`src/rtl/sar_port_pkg.sv`:
```
package sar_port_pkg;
  typedef enum logic [1:0] {
    PH_IDLE   = 2'd0,
    PH_SETTLE = 2'd1,
    PH_DECIDE = 2'd2
  } conv_phase_e;
endpackage

```
`src/rtl/sar_seq_ctrl.sv`:
```
module sar_seq_ctrl
  import sar_port_pkg::*;
#(
  parameter int unsigned RES_W  = 12,
  parameter int unsigned SETTLE = 5,
  localparam int unsigned MAXC  = (SETTLE > RES_W) ? SETTLE : RES_W,
  localparam int unsigned CNT_W = $clog2(MAXC + 1)
) (
  input  logic             clk,
  input  logic             rst_n,
  input  logic             wr_stb,
  output logic             conv,
  output logic             start,
  output logic             dec_en,
  output logic             last,
  output logic [CNT_W-1:0] dec_idx
);
  conv_phase_e      phase_q, phase_d;
  logic [CNT_W-1:0] cnt_q, cnt_d;
  logic             wr_q;

  always_comb begin
    phase_d = phase_q;
    cnt_d   = cnt_q;
    start   = wr_stb && !wr_q && (phase_q == PH_IDLE);
    unique case (phase_q)
      PH_IDLE: begin
        if (start) begin
          phase_d = PH_SETTLE;
          cnt_d   = '0;
        end
      end
      PH_SETTLE: begin
        if (cnt_q == CNT_W'(SETTLE - 1)) begin
          phase_d = PH_DECIDE;
          cnt_d   = CNT_W'(RES_W - 1);
        end else begin
          cnt_d = cnt_q + 1'b1;
        end
      end
      PH_DECIDE: begin
        if (cnt_q == '0) phase_d = PH_IDLE;
        else             cnt_d   = cnt_q - 1'b1;
      end
      default: phase_d = PH_IDLE;
    endcase
  end

  always_ff @(posedge clk or negedge rst_n) begin
    if (!rst_n) begin
      phase_q <= PH_IDLE;
      cnt_q   <= '0;
      wr_q    <= 1'b0;
    end else begin
      phase_q <= phase_d;
      cnt_q   <= cnt_d;
      wr_q    <= wr_stb;
    end
  end

  assign conv    = (phase_q != PH_IDLE);
  assign dec_en  = (phase_q == PH_DECIDE);
  assign last    = dec_en && (cnt_q == '0);
  assign dec_idx = cnt_q;

  // a running decision phase only counts down, never restarts
  a_r4_no_restart: assert property (@(posedge clk) disable iff (!rst_n)
    (phase_q == PH_DECIDE) |=>
      ((phase_q == PH_DECIDE) && (cnt_q == $past(cnt_q) - 1'b1)) ||
      ((phase_q == PH_IDLE) && ($past(cnt_q) == '0)));

  // the settle phase always hands over to decisions at the top bit
  a_r3_settle_to_msb: assert property (@(posedge clk) disable iff (!rst_n)
    (phase_q == PH_SETTLE) |=> (phase_q == PH_SETTLE) ||
      ((phase_q == PH_DECIDE) && (cnt_q == CNT_W'(RES_W - 1))));
endmodule

```
`src/rtl/sar_out_reg.sv`:
```
module sar_out_reg #(
  parameter int unsigned RES_W = 12,
  parameter int unsigned CNT_W = 4
) (
  input  logic             clk,
  input  logic             rst_n,
  input  logic             hold_mode,
  input  logic             start,
  input  logic             dec_en,
  input  logic             last,
  input  logic [CNT_W-1:0] dec_idx,
  input  logic             dec_bit,
  output logic [RES_W-1:0] result
);
  logic [RES_W-1:0] sar_q, sar_d, out_q, out_d;
  logic             sar_en, out_en;

  always_comb begin
    sar_d = sar_q;
    if (start)  sar_d = '0;
    if (dec_en) sar_d[dec_idx] = dec_bit;
    sar_en = start || dec_en;
    out_en = hold_mode ? last : sar_en;
    out_d  = out_en ? sar_d : out_q;
  end

  always_ff @(posedge clk or negedge rst_n) begin
    if (!rst_n) begin
      sar_q <= '0;
      out_q <= '0;
    end else begin
      if (sar_en) sar_q <= sar_d;
      if (out_en) out_q <= out_d;
    end
  end

  assign result = out_q;

  // hold mode leaves the visible result untouched except at completion
  a_r5_hold_stable: assert property (@(posedge clk) disable iff (!rst_n)
    (hold_mode && !last) |=> $stable(out_q));

  // transparent mode shows each decision one edge later
  a_r2_track_bit: assert property (@(posedge clk) disable iff (!rst_n)
    (!hold_mode && dec_en) |=> (out_q[$past(dec_idx)] == $past(dec_bit)));
endmodule

```
`src/rtl/sar_bus_rd.sv`:
```
module sar_bus_rd #(
  parameter int unsigned RES_W = 12,
  parameter int unsigned BUS_W = 8,
  localparam int unsigned HI_W = RES_W - BUS_W,
  localparam int unsigned PAD  = BUS_W - 1 - HI_W
) (
  input  logic             cs_n,
  input  logic             rd_n,
  input  logic             hbe,
  input  logic             conv,
  input  logic [RES_W-1:0] result,
  output logic [BUS_W-1:0] data,
  output logic             oe
);
  logic [BUS_W-1:0] hi_byte, lo_byte;

  always_comb begin
    oe      = !(cs_n || rd_n);
    hi_byte = {conv, {PAD{1'b0}}, result[RES_W-1 -: HI_W]};
    lo_byte = result[BUS_W-1:0];
    data    = '0;
    if (oe) data = hbe ? hi_byte : lo_byte;
  end
endmodule

```
`src/rtl/sar_result_port.sv`:
```
module sar_result_port #(
  parameter int unsigned RES_W  = 12,
  parameter int unsigned BUS_W  = 8,
  parameter int unsigned SETTLE = 5,
  localparam int unsigned MAXC  = (SETTLE > RES_W) ? SETTLE : RES_W,
  localparam int unsigned CNT_W = $clog2(MAXC + 1)
) (
  input  logic             clk,
  input  logic             rst_n,
  input  logic             cs_n,
  input  logic             rd_n,
  input  logic             wr_n,
  input  logic             hbe,
  input  logic             hold_mode,
  input  logic             cmp_in,
  output logic [BUS_W-1:0] data_out,
  output logic             data_oe,
  output logic             idle
);
  logic [1:0]       rst_sync_q;
  logic             rst_ni;
  logic             wr_stb, conv, start, dec_en, last;
  logic [CNT_W-1:0] dec_idx;
  logic [RES_W-1:0] result;

  always_ff @(posedge clk or negedge rst_n) begin
    if (!rst_n) rst_sync_q <= 2'b00;
    else        rst_sync_q <= {rst_sync_q[0], 1'b1};
  end
  assign rst_ni = rst_sync_q[1];

  assign wr_stb = !(cs_n || wr_n);

  sar_seq_ctrl #(.RES_W(RES_W), .SETTLE(SETTLE)) u_seq (
    .clk(clk), .rst_n(rst_ni), .wr_stb(wr_stb), .conv(conv), .start(start),
    .dec_en(dec_en), .last(last), .dec_idx(dec_idx)
  );

  sar_out_reg #(.RES_W(RES_W), .CNT_W(CNT_W)) u_out (
    .clk(clk), .rst_n(rst_ni), .hold_mode(hold_mode), .start(start),
    .dec_en(dec_en), .last(last), .dec_idx(dec_idx), .dec_bit(cmp_in),
    .result(result)
  );

  sar_bus_rd #(.RES_W(RES_W), .BUS_W(BUS_W)) u_bus (
    .cs_n(cs_n), .rd_n(rd_n), .hbe(hbe), .conv(conv), .result(result),
    .data(data_out), .oe(data_oe)
  );

  assign idle = !conv;

  // no read strobe means a released, zeroed bus
  a_r8_bus_release: assert property (@(posedge clk) disable iff (!rst_ni)
    (cs_n || rd_n) |-> (!data_oe && (data_out == '0)));

  // status bit in the high byte mirrors the idle output
  a_r6_status_flag: assert property (@(posedge clk) disable iff (!rst_ni)
    (data_oe && hbe) |-> (data_out[BUS_W-1] == !idle));
endmodule

```
`config.mk`:
```
export PLATFORM = sky130hd
export DESIGN_NAME = sar_result_port
export DESIGN_NICKNAME = d
export VERILOG_FILES = /design/src/rtl/sar_port_pkg.sv /design/src/rtl/sar_seq_ctrl.sv /design/src/rtl/sar_out_reg.sv /design/src/rtl/sar_bus_rd.sv /design/src/rtl/sar_result_port.sv
export SDC_FILE = /design/constraint.sdc
export NUM_CORES = 1
export LEC_CHECK = 0
export ABC_CLOCK_PERIOD_IN_PS = 1650
export CAP_MARGIN = 40
export CORE_MARGIN = 2
export CORE_UTILIZATION = 50
export CTS_BUF_LIST = sky130_fd_sc_hd__clkbuf_4 sky130_fd_sc_hd__clkbuf_8
export CTS_CLUSTER_DIAMETER = 80
export DETAILED_ROUTE_END_ITERATION = 12
export GPL_TIMING_DRIVEN = 0
export PLACE_DENSITY_LB_ADDON = 0.15
export SYNTH_ARGS = -nofsm -noshare
export SYNTH_HDL_FRONTEND = slang
export SYNTH_SLANG_ARGS = --single-unit
```
`constraint.sdc`:
```
create_clock -name clk -period 1.65 [get_ports clk]
set_clock_uncertainty 0.1 [all_clocks]
set_input_delay 0.33 -clock clk [delete_from_list [all_inputs] [get_ports clk]]
set_output_delay 0.33 -clock clk [all_outputs]
set_load 0.005 [all_outputs]
```
==> impl_metrics.yaml, run 1 <==
outcome:
  status: "finished with violations"
  violations: "setup timing"
yosys:
  synth_area_leaders: "dfrtp_1 45%, mux2_2 6.7%, ha_1 6.1%, mux2i_1 4.3%, nor2_1 2.2%"
  synth_nets: 188
  synth_xor_area_share_pct: 0
  synth_warnings: 0
  synth_common_cells: "33 x dfrtp_1, 11 x mux2_2, 11 x nor2_1"
  netlist_area_sq_um: 1850
  synth_edf_count: 0
  synth_top_cell_by_area: "dfrtp_1"
  synth_compound_area_share_pct: 14.6
  yosysMostFrequentCell: "dfrtp_1"
  synth_top_family_by_area: "simple AND/OR/NAND/NOR gates"
  synthAdderAreaFrac_pct: 6.08
  avgSynthCellArea_sq_um: 10.8
  synth-seq-area-share_pct: 44.6
  synth_seq_cells: 33
  synthesis.instances: 171
  synthSimpleGateAreaFrac_pct: 18.1
  synth_top_area_share_pct: 44.6
  muxShareOfSynthArea_pct: 11.0
  synthArstFlopShare_pct: 100
  ys.flop_type: "dfrtp_1"
  ys_types: 47
detailed_routing:
  drcViolationCount: 0
  m1WireLength_mm: 2.06
  wl_mm: 4.94
  vias: 1562
  avgRoutedWirePerCell_microns: 18.6
  detail-route-antenna-nets: 0
  wl_met3_microns: 256
  first_pass_iters: 4
  top_layer: "met4"
  vias_per_cell: 5.87
  wl_met2_mm: 2.47
  first_iter_violations: 82
timing:
  fin_tns_setup_ns: -6.44
  period_needed_ns: 2.01
  setup_viol: 29
  finalMaxSlewViolations: 0
  slew_headroom_pct: 65.4
  max_freq_mhz: 498
  rsz0062_at_grt: "yes"
  fin_crit_sh_pct: 122
  fin_ws_ns: -0.357
  hold_ws_ns: 0.0899
  worstMarginPinSlew_ns: 0.519
  hold_viol_final: 0
clocking:
  clkSinkCount: 33
  clk_pin_slew_worst_paths_ns: 0.07
  h-tree-depth: 2
  ctsLongestPathBuffers: 2
  clock_latency_ns: 0.29
  ctsRootBufferMaster: "clkbuf_8"
  numCtsBuffers: 5
  hold_buffers: 0
  tritoncts: "done"
power_and_ir_drop:
  seq_power_share_pct: 28.7
  leakage_nw: 1.22
  peakVddDrop_mv: 1.05
  power_density_nw_per_um2: 1430
  power_frac_comb_pct: 54.8
  intPower_mw: 2.30
  switchingPower_mw: 1.43
  p_sw_share_pct: 38.3
  power_mw: 3.73
  clock_power_share_pct: 16.5
floorplanning:
  ioPinCount: 18
  die_width_microns: 64.9
  rows: 22
  die_h_microns: 64.9
  core_sq_um: 3610
  start_util_pct: 51.4
  die_area_sq_um: 4210
finish:
  nNetsFinal: 234
  num-fill-cells: 255
  final_area_sq_um: 2610
  num_antenna_cells: 0
  final_cells: 266
  fin_util_pct: 72.3
  area_delta_synth_final_pct: 40.8
  drive_above_1_share_pct: 50.9
setup_path:
  rr_worst_depth: 7
  path_buf_inv: 2
  cp.required_ns: 1.73
  timing_worst_setup_path_type: "reg2reg"
  end_kind: "flop"
  worst_ep_arrival_time_ns: 2.08
  critPathSlowestCell: "or4b_4"
  setup.worst_path.start_class: "flop"
  cp_max_fo: 5
  crit_family: "simple AND/OR/NAND/NOR gates"
  crit_path_cell_trace: "inv_2, ha_4, or4b_4, buf_6, nand3_2, o21ai_2, mux2_4"
  cpPeakStageDelay_ns: 0.51
  cp.depth: 7
grt:
  grt_max_degree: 23
  grt_pass1_wl_mm: 7.72
  antenna_found_initial: 0
  grt_pass1_vias: 1529
  grtUsageTotal_pct: 24.3
  gr-total-overflow: 0
place:
  postPlaceCellArea_sq_um: 2140
  dpl_worst_slack_ns: -1.00
  place.gp.congestion: 0.856
  io_buffers: 15
  dp_cells: 235
  post-dp-hpwl_mm: 2.89
min_path:
  hold_class: "in2async"
run:
  max-cap-violations: 0
final timing paths:
kind,startpoint,endpoint,slack [ns]
max in group asynchronous,rst_sync_q[1],u_out.sar_q[11],0.85
setup reg to reg,u_seq.phase_q[1],u_out.result[5],-0.36
hold reg to reg,rst_sync_q[1],u_seq.phase_q[0],0.11
hold / removal,rst_n,rst_sync_q[0],0.09
min in group clk,cs_n,u_seq.wr_q,0.12
setup / recovery,u_seq.phase_q[1],u_out.result[5],-0.36
cell families after synthesis:
logic type | Yosys count
AO/OA/AOI/OAI | 38
other | 1
multiplexers | 19
adder cells (fa/ha/maj) | 9
flip-flops | 33
buffers and inverters | 18
AND/OR/NAND/NOR | 53
power groups by stage:
| stage | clock network, mW | logic, mW | registers [mW] |
|---|---|---|---|
| finish | 0.613 | 2.04 | 1.07 |
| global route | 0.646 | 2.19 | 1.08 |
| CTS | 0.607 | 1.76 | 1.06 |
| detailed placement | 0 | 1.31 | 1.09 |
| global placement | 0 | 1.28 | 1.09 |
| floorplan | 0 | 1.02 | 1.06 |
what timing repair did:
item                       in CTS  in global routing
setup endpoints to repair      37                 36
gates resized for setup        84                 15
gates cloned                    1                  1
pin swaps                      23                 11
buffers inserted               16                  7
sequential cells by signal, summed over array words and instances (netlist names):
name and flops:
u_out.result 12, u_out.sar_q 12, u_seq.dec_idx 4, rst_sync_q 2
u_seq.phase_q 2, u_seq.wr_q 1
layout by cell type (no fill, tap or decap), types with 5 or more instances in the layout:
master / n
o21ai_2: 6
nor2_1: 6
buf_6: 14
mux2i_1: 7
nand2_2: 5
inv_1: 5
buf_2: 5
mux2_4: 7
ha_1: 6
buf_4: 14
dfrtp_1: 31
clkbuf_8: 6
area by class of cell:
class / count / area, sq um / area share [%]
multi-input combinational: 120 / 1130 / 43.3
tap: 48 / 60.1 / 2.30
clock buffer: 5 / 68.8 / 2.64
inverter: 9 / 33.8 / 1.30
timing repair buffer: 40 / 393 / 15.1
sequential: 33 / 828 / 31.8
clock inverter: 3 / 17.5 / 0.672
buffer: 8 / 77.6 / 2.98
worst reg2reg max path, stage by stage (launching register included):
cell     delay, ns
dfrtp_1       0.43
inv_2         0.10
ha_4          0.16
or4b_4        0.51
buf_6         0.17
nand3_2       0.07
o21ai_2       0.08
mux2_4        0.28
layer usage:
layer	GRT usage, %	vias to the layer above
met3	5.90	14
li1	-	709
met4	8.24	0
met2	39.7	61
met1	31.4	778
met5	0	-
No activity file was read; power rests on OpenSTA's default activity.
==> run 2, diff against run 1 <==
--- a/config.mk
+++ b/config.mk
@@ -5,6 +5,7 @@
 export SDC_FILE = /design/constraint.sdc
 export NUM_CORES = 1
 export LEC_CHECK = 0
+export ABC_AREA = 1
 export ABC_CLOCK_PERIOD_IN_PS = 1650
 export CAP_MARGIN = 40
 export CORE_MARGIN = 2
==> run 2 against run 1 <==
  * The run now ends clean
  * Worst setup slack better by 0.37 ns
  * Global-route usage down 2.9 points
  * Register-to-register slack better by 0.46 ns
  * Final area down 13%
  * Hold slack worse by 0.034 ns
  * Sequential share of layout area up 4.7 points
  * Clock-buffer cell count up 2
  * Critical path type is now in2out
  * Highest routed layer unchanged
==> impl_metrics.yaml, run 2 <==
outcome:
  status: "finished clean"
finish:
  nNetsFinal: 275
  num-fill-cells: 282
  final_cells: 304
  drive_above_1_share_pct: 26.4
  area_delta_synth_final_pct: 26.9
  final_cell_mix: "63 x nand2_1, 31 x dfrtp_1, 21 x nand3_1, 15 x inv_1, 15 x o21ai_0"
  final_area_sq_um: 2270
  num_antenna_cells: 0
  fin_util_pct: 67.0
  layout_commonest_cell: "nand2_1"
yosys:
  synth_top_area_share_pct: 46.2
  synth_seq_cells: 33
  synth-seq-area-share_pct: 46.2
  avgSynthCellArea_sq_um: 8.13
  synth_common_cells: "65 x nand2_1, 33 x dfrtp_1, 21 x inv_1, 21 x nand3_1, 20 x o21ai_0"
  ys.flop_type: "dfrtp_1"
  synthesis.instances: 220
  synthArstFlopShare_pct: 100
  ys_types: 28
  synth_warnings: 0
  synth_edf_count: 0
  yosysMostFrequentCell: "nand2_1"
  synth_area_leaders: "dfrtp_1 46%, nand2_1 14%, ha_1 6.3%, nand3_1 5.9%, o21ai_0 5.6%"
  synth_nets: 237
  synth_top_cell_by_area: "dfrtp_1"
  netlist_area_sq_um: 1790
timing:
  worstMarginPinSlew_ns: 0.734
  max_freq_mhz: 611
  fin_tns_setup_ns: 0
  fin_crit_sh_pct: 99.2
  hold_viol_final: 0
  setup_viol: 0
  slew_headroom_pct: 51.1
  fin_ws_ns: 0.0129
  rsz0062_at_grt: "yes"
  finalMaxSlewViolations: 0
  period_needed_ns: 1.64
  hold_ws_ns: 0.0556
place:
  dpl_worst_slack_ns: -0.765
  postPlaceCellArea_sq_um: 2030
  io_buffers: 17
  post-dp-hpwl_mm: 2.73
  dp_cells: 284
  place.gp.congestion: 0.768
grt:
  antenna_found_initial: 0
  grt_pass1_wl_mm: 6.79
  gr-total-overflow: 0
  grt_pass1_vias: 1541
  grtUsageTotal_pct: 21.4
  grt_max_degree: 18
setup_path:
  setup.worst_path.start_class: "input port"
  crit_path_cell_trace: "buf_2, nor2_4, buf_4, clkdlybuf4s50_1"
  critPathSlowestCell: "clkdlybuf4s50_1"
  timing_worst_setup_path_type: "in2out"
  worst_ep_arrival_time_ns: 1.21
  cpPeakStageDelay_ns: 0.48
  cp.required_ns: 1.22
  r2r_start: "u_seq.phase_q[1]"
  crit_start: "rd_n"
  end_kind: "output port"
  cp_max_fo: 5
power_and_ir_drop:
  intPower_mw: 1.97
  clock_power_share_pct: 13.8
  power_mw: 3.37
  switchingPower_mw: 1.40
  power_density_nw_per_um2: 1480
  seq_power_share_pct: 35.0
  peakVddDrop_mv: 0.815
  leakage_nw: 1.09
  p_sw_share_pct: 41.6
  power_frac_comb_pct: 51.2
run:
  max-cap-violations: 0
clocking:
  clock_latency_ns: 0.32
  tritoncts: "done"
  ctsRootBufferMaster: "clkbuf_4"
  clkSinkCount: 33
  numCtsBuffers: 5
  h-tree-depth: 2
  clk_pin_slew_worst_paths_ns: 0.09
  ctsLongestPathBuffers: 2
floorplanning:
  die_width_microns: 63.8
  core_sq_um: 3390
  die_area_sq_um: 4070
  rows: 21
  start_util_pct: 52.8
  ioPinCount: 18
  die_h_microns: 63.8
detailed_routing:
  detail-route-antenna-nets: 0
  drcViolationCount: 0
  first_iter_violations: 76
  avgRoutedWirePerCell_microns: 12.5
  vias: 1559
  first_pass_iters: 4
  wl_mm: 3.79
  vias_per_cell: 5.13
min_path:
  hold_class: "in2async"
-- run 2: changes by cell type after synthesis, moves of 8 or more --
| cell | change |
|---|---|
| nand2_1 | +57 |
| nand3_1 | +17 |
| o21ai_0 | +14 |
| inv_1 | +12 |
| mux2_2 | -11 |
| mux2i_1 | -8 |
-- run 2: worst paths after layout --
check	depth (start not counted)	endpoint	slack (ns)
worst max-delay path	4	data_oe	0.01
worst min-delay path	1	rst_sync_q[0]	0.06
worst max register to register	9	u_out.result[4]	0.10
worst min register to register	0	u_out.result[1]	0.21
max in group asynchronous	1	u_out.sar_q[3]	0.69
min in group clk	2	u_seq.wr_q	0.13
-- run 2: area by class of cell --
class / instances / area (sq um) / area share, %
plain buffers: 6 / 62.6 / 2.76
clock buffers: 7 / 58.8 / 2.59
inverters: 23 / 95.1 / 4.19
multi-input cells: 158 / 921 / 40.6
flip-flops and latches: 33 / 828 / 36.5
well taps: 46 / 57.6 / 2.54
repair buffers: 31 / 246 / 10.9
-- run 2: worst max-delay path: cells and delay by family --
family        cells  cell delay [ns]
buf+inv           3             0.72
simple gates      1             0.15
-- run 2: kinds of logic (layout without fill, tap and decap cells) --
| group | Yosys count | in the layout | share of synthesized area (%) |
|---|---|---|---|
| buf+inv | 29 | 67 | 7.55 |
| flops | 33 | 33 | 46.2 |
| other cells | 1 | 1 | 0.210 |
| fa+ha+maj | 9 | 9 | 6.29 |
| simple gates | 108 | 108 | 27.8 |
| compound gates | 40 | 40 | 12.0 |
-- run 2: repair_timing --
action | CTS | global route
resized for setup | 53 | 27
gates cloned | 0 | 0
setup endpoints to repair | 27 | 23
buffers inserted | 11 | 3
pin swaps | 2 | 3
hold buffers | 0 | 0
-- run 2: metal layers --
| metal | routed length (microns) | global-route usage (%) |
|---|---|---|
| met5 | 0 | 0 |
| met4 | 72 | 7.61 |
| met3 | 139 | 4.58 |
| met2 | 1790 | 34.2 |
| met1 | 1790 | 28.6 |
-- run 2: power by group through the flow --
stage	clock network, mW	logic (mW)	registers, mW
finish	0.466	1.73	1.18
global route	0.509	1.97	1.21
CTS	0.478	1.55	1.18
detailed placement	0	1.41	1.20
global placement	0	1.37	1.20
floorplan	0	1.07	1.17
==> run 3, diff against run 2 <==
--- a/config.mk
+++ b/config.mk
@@ -6,7 +6,7 @@
 export NUM_CORES = 1
 export LEC_CHECK = 0
 export ABC_AREA = 1
-export ABC_CLOCK_PERIOD_IN_PS = 1650
+export ABC_CLOCK_PERIOD_IN_PS = 1400
 export CAP_MARGIN = 40
 export CORE_MARGIN = 2
 export CORE_UTILIZATION = 50
==> constraint.sdc (replaced) <==
create_clock -name clk -period 1.4 [get_ports clk]
set_clock_uncertainty 0.1 [all_clocks]
set_input_delay 0.28 -clock clk [delete_from_list [all_inputs] [get_ports clk]]
set_output_delay 0.28 -clock clk [all_outputs]
set_load 0.005 [all_outputs]
==> run 3 against run 2 <==
  * The flow now finishes with violations (setup timing)
  * Critical path depth rose by 1
  * Global-route usage up 3.8 points
  * Cell count up 6.3%
  * Power grew 54%
  * Core utilization rose by 13 points
  * Critical endpoint is now idle
  * Highest routed layer unchanged
==> impl_metrics.yaml, run 3 (synthesis results as in run 2) <==
grt:
  grt_pass1_vias: 1719
  grtUsageTotal_pct: 25.2
  antenna_found_initial: 0
  grt_pass1_wl_mm: 7.91
  gr-total-overflow: 0
  grt_max_degree: 20
setup_path:
  crit_family: "buffers and inverters"
  critPathSlowestCell: "dfrtp_1"
  cpPeakStageDelay_ns: 0.38
  path_buf_inv: 4
  end_kind: "output port"
  crit_path_cell_trace: "inv_2, ha_4, buf_4, buf_6, buf_6"
  timing_worst_setup_path_type: "reg2out"
  cp.required_ns: 1.02
  worst_ep_arrival_time_ns: 1.28
  crit_top_cell: "buf_6"
  cp_max_fo: 2
  setup.worst_path.start_class: "flop"
power_and_ir_drop:
  intPower_mw: 2.90
  peakVddDrop_mv: 1.20
  power_density_nw_per_um2: 1910
  leakage_nw: 1.29
  clock_power_share_pct: 10.6
  p_sw_share_pct: 44.0
  power_frac_comb_pct: 61.8
  seq_power_share_pct: 27.6
  switchingPower_mw: 2.28
timing:
  fin_crit_sh_pct: 119
  fin_ws_ns: -0.261
  finalMaxSlewViolations: 0
  period_needed_ns: 1.66
  fin_tns_setup_ns: -5.48
  setup_viol: 37
  worstMarginPinSlew_ns: 0.644
  rsz0062_at_grt: "yes"
  slew_headroom_pct: 57.1
  hold_viol_final: 0
  max_freq_mhz: 602
floorplanning:
  die_width_microns: 63.8
  rows: 21
  die_area_sq_um: 4070
  start_util_pct: 52.8
  die_h_microns: 63.8
  ioPinCount: 18
  core_sq_um: 3390
detailed_routing:
  vias: 1726
  first_pass_iters: 4
  detail-route-antenna-nets: 0
  avgRoutedWirePerCell_microns: 14.9
  wl_met2_mm: 2.40
  wl_mm: 4.81
  first_iter_violations: 83
  vias_per_cell: 5.34
  m1WireLength_mm: 2.09
  drcViolationCount: 0
  top_layer: "met4"
  wl_met3_microns: 246
clocking:
  h-tree-depth: 2
  ctsRootBufferMaster: "clkbuf_4"
  ctsLongestPathBuffers: 2
  clk_pin_slew_worst_paths_ns: 0.10
  tritoncts: "done"
  numCtsBuffers: 5
  clkSinkCount: 33
  clock_latency_ns: 0.35
finish:
  num_antenna_cells: 0
  layout_commonest_cell: "nand2_1"
  final_cell_mix: "42 x nand2_1, 32 x dfrtp_1, 18 x buf_4, 16 x nand2_2, 15 x buf_6"
  nNetsFinal: 293
  area_delta_synth_final_pct: 51.8
  final_area_sq_um: 2720
  drive_above_1_share_pct: 51.6
place:
  place.gp.congestion: 0.797
  postPlaceCellArea_sq_um: 2090
  dpl_worst_slack_ns: -0.903
  post-dp-hpwl_mm: 2.76
  io_buffers: 17
outcome:
  violations: "setup timing"
  status: "finished with violations"
min_path:
  hold_class: "in2reg"
run:
  max-cap-violations: 0
run 3: per-layer routing:
layer	global-route usage (%)	vias to the layer above
li1	-	836
met1	33.1	827
met2	40.5	50
met3	6.16	13
met4	8.42	0
met5	0	-
run 3: worst paths after layout:
check                           slack (ns)             start  cells after the start          endpoint
worst max-delay path                 -0.26  u_seq.phase_q[1]                      5              idle
worst min-delay path                  0.05              cs_n                      2        u_seq.wr_q
worst max register to register       -0.25  u_seq.phase_q[1]                     11   u_out.result[0]
worst min register to register        0.17     rst_sync_q[1]                      0  u_seq.dec_idx[3]
max in group asynchronous             0.52     rst_sync_q[1]                      1   u_out.result[8]
min in group asynchronous             0.17     rst_sync_q[1]                      0  u_seq.dec_idx[3]
run 3: per-stage QoR:
stage / utilization (%) / std cells / power (mW) / hold WS, ns
2_1_floorplan: - / 220 / 2.73 / -0.116
3_3_place_gp: 60.7 / 283 / 3.13 / 0.242
3_5_place_dp: 61.5 / 284 / 3.18 / 0.201
4_1_cts: 75.9 / 318 / 4.71 / 0.0440
5_1_grt: 80.1 / 323 / 5.54 / 0.0410
6_report: 80.1 / 323 / 5.18 / 0.0494
run 3: power groups by stage:
stage               registers (mW)  clock network [mW]  logic [mW]
global placement              1.43                   0        1.71
detailed placement            1.42                   0        1.75
global route                  1.46               0.595        3.48
finish                        1.43               0.548        3.20
floorplan                     1.39                   0        1.34
CTS                           1.40               0.551        2.76
run 3: what timing repair did:
action,4_1_cts,5_1_grt
pin swaps,31,27
cloned,4,0
buffers inserted,21,5
resized for setup,135,31
endpoints found under the setup margin,35,39
hold buffers,1,0
endpoints found under the hold margin,2,0
run 3: worst reg2reg max path, stage by stage, from the launching register on:
cell	delay, ns
dfrtp_1	0.41
inv_2	0.08
ha_4	0.14
buf_6	0.10
buf_6	0.10
nand3_4	0.11
nand2_2	0.10
nand2_2	0.06
nand2_4	0.13
buf_6	0.16
nand2_2	0.06
nand2_1	0.05
run 3: cell type report:
class	count	area [sq um]
clock buffers	5	37.5
flip-flops and latches	33	827
plain buffers	6	66.3
well taps	46	57.6
repair buffers	49	438
fillers	213	673
multi-input cells	158	1180
clock inverters	3	17.5
inverters	23	93.8
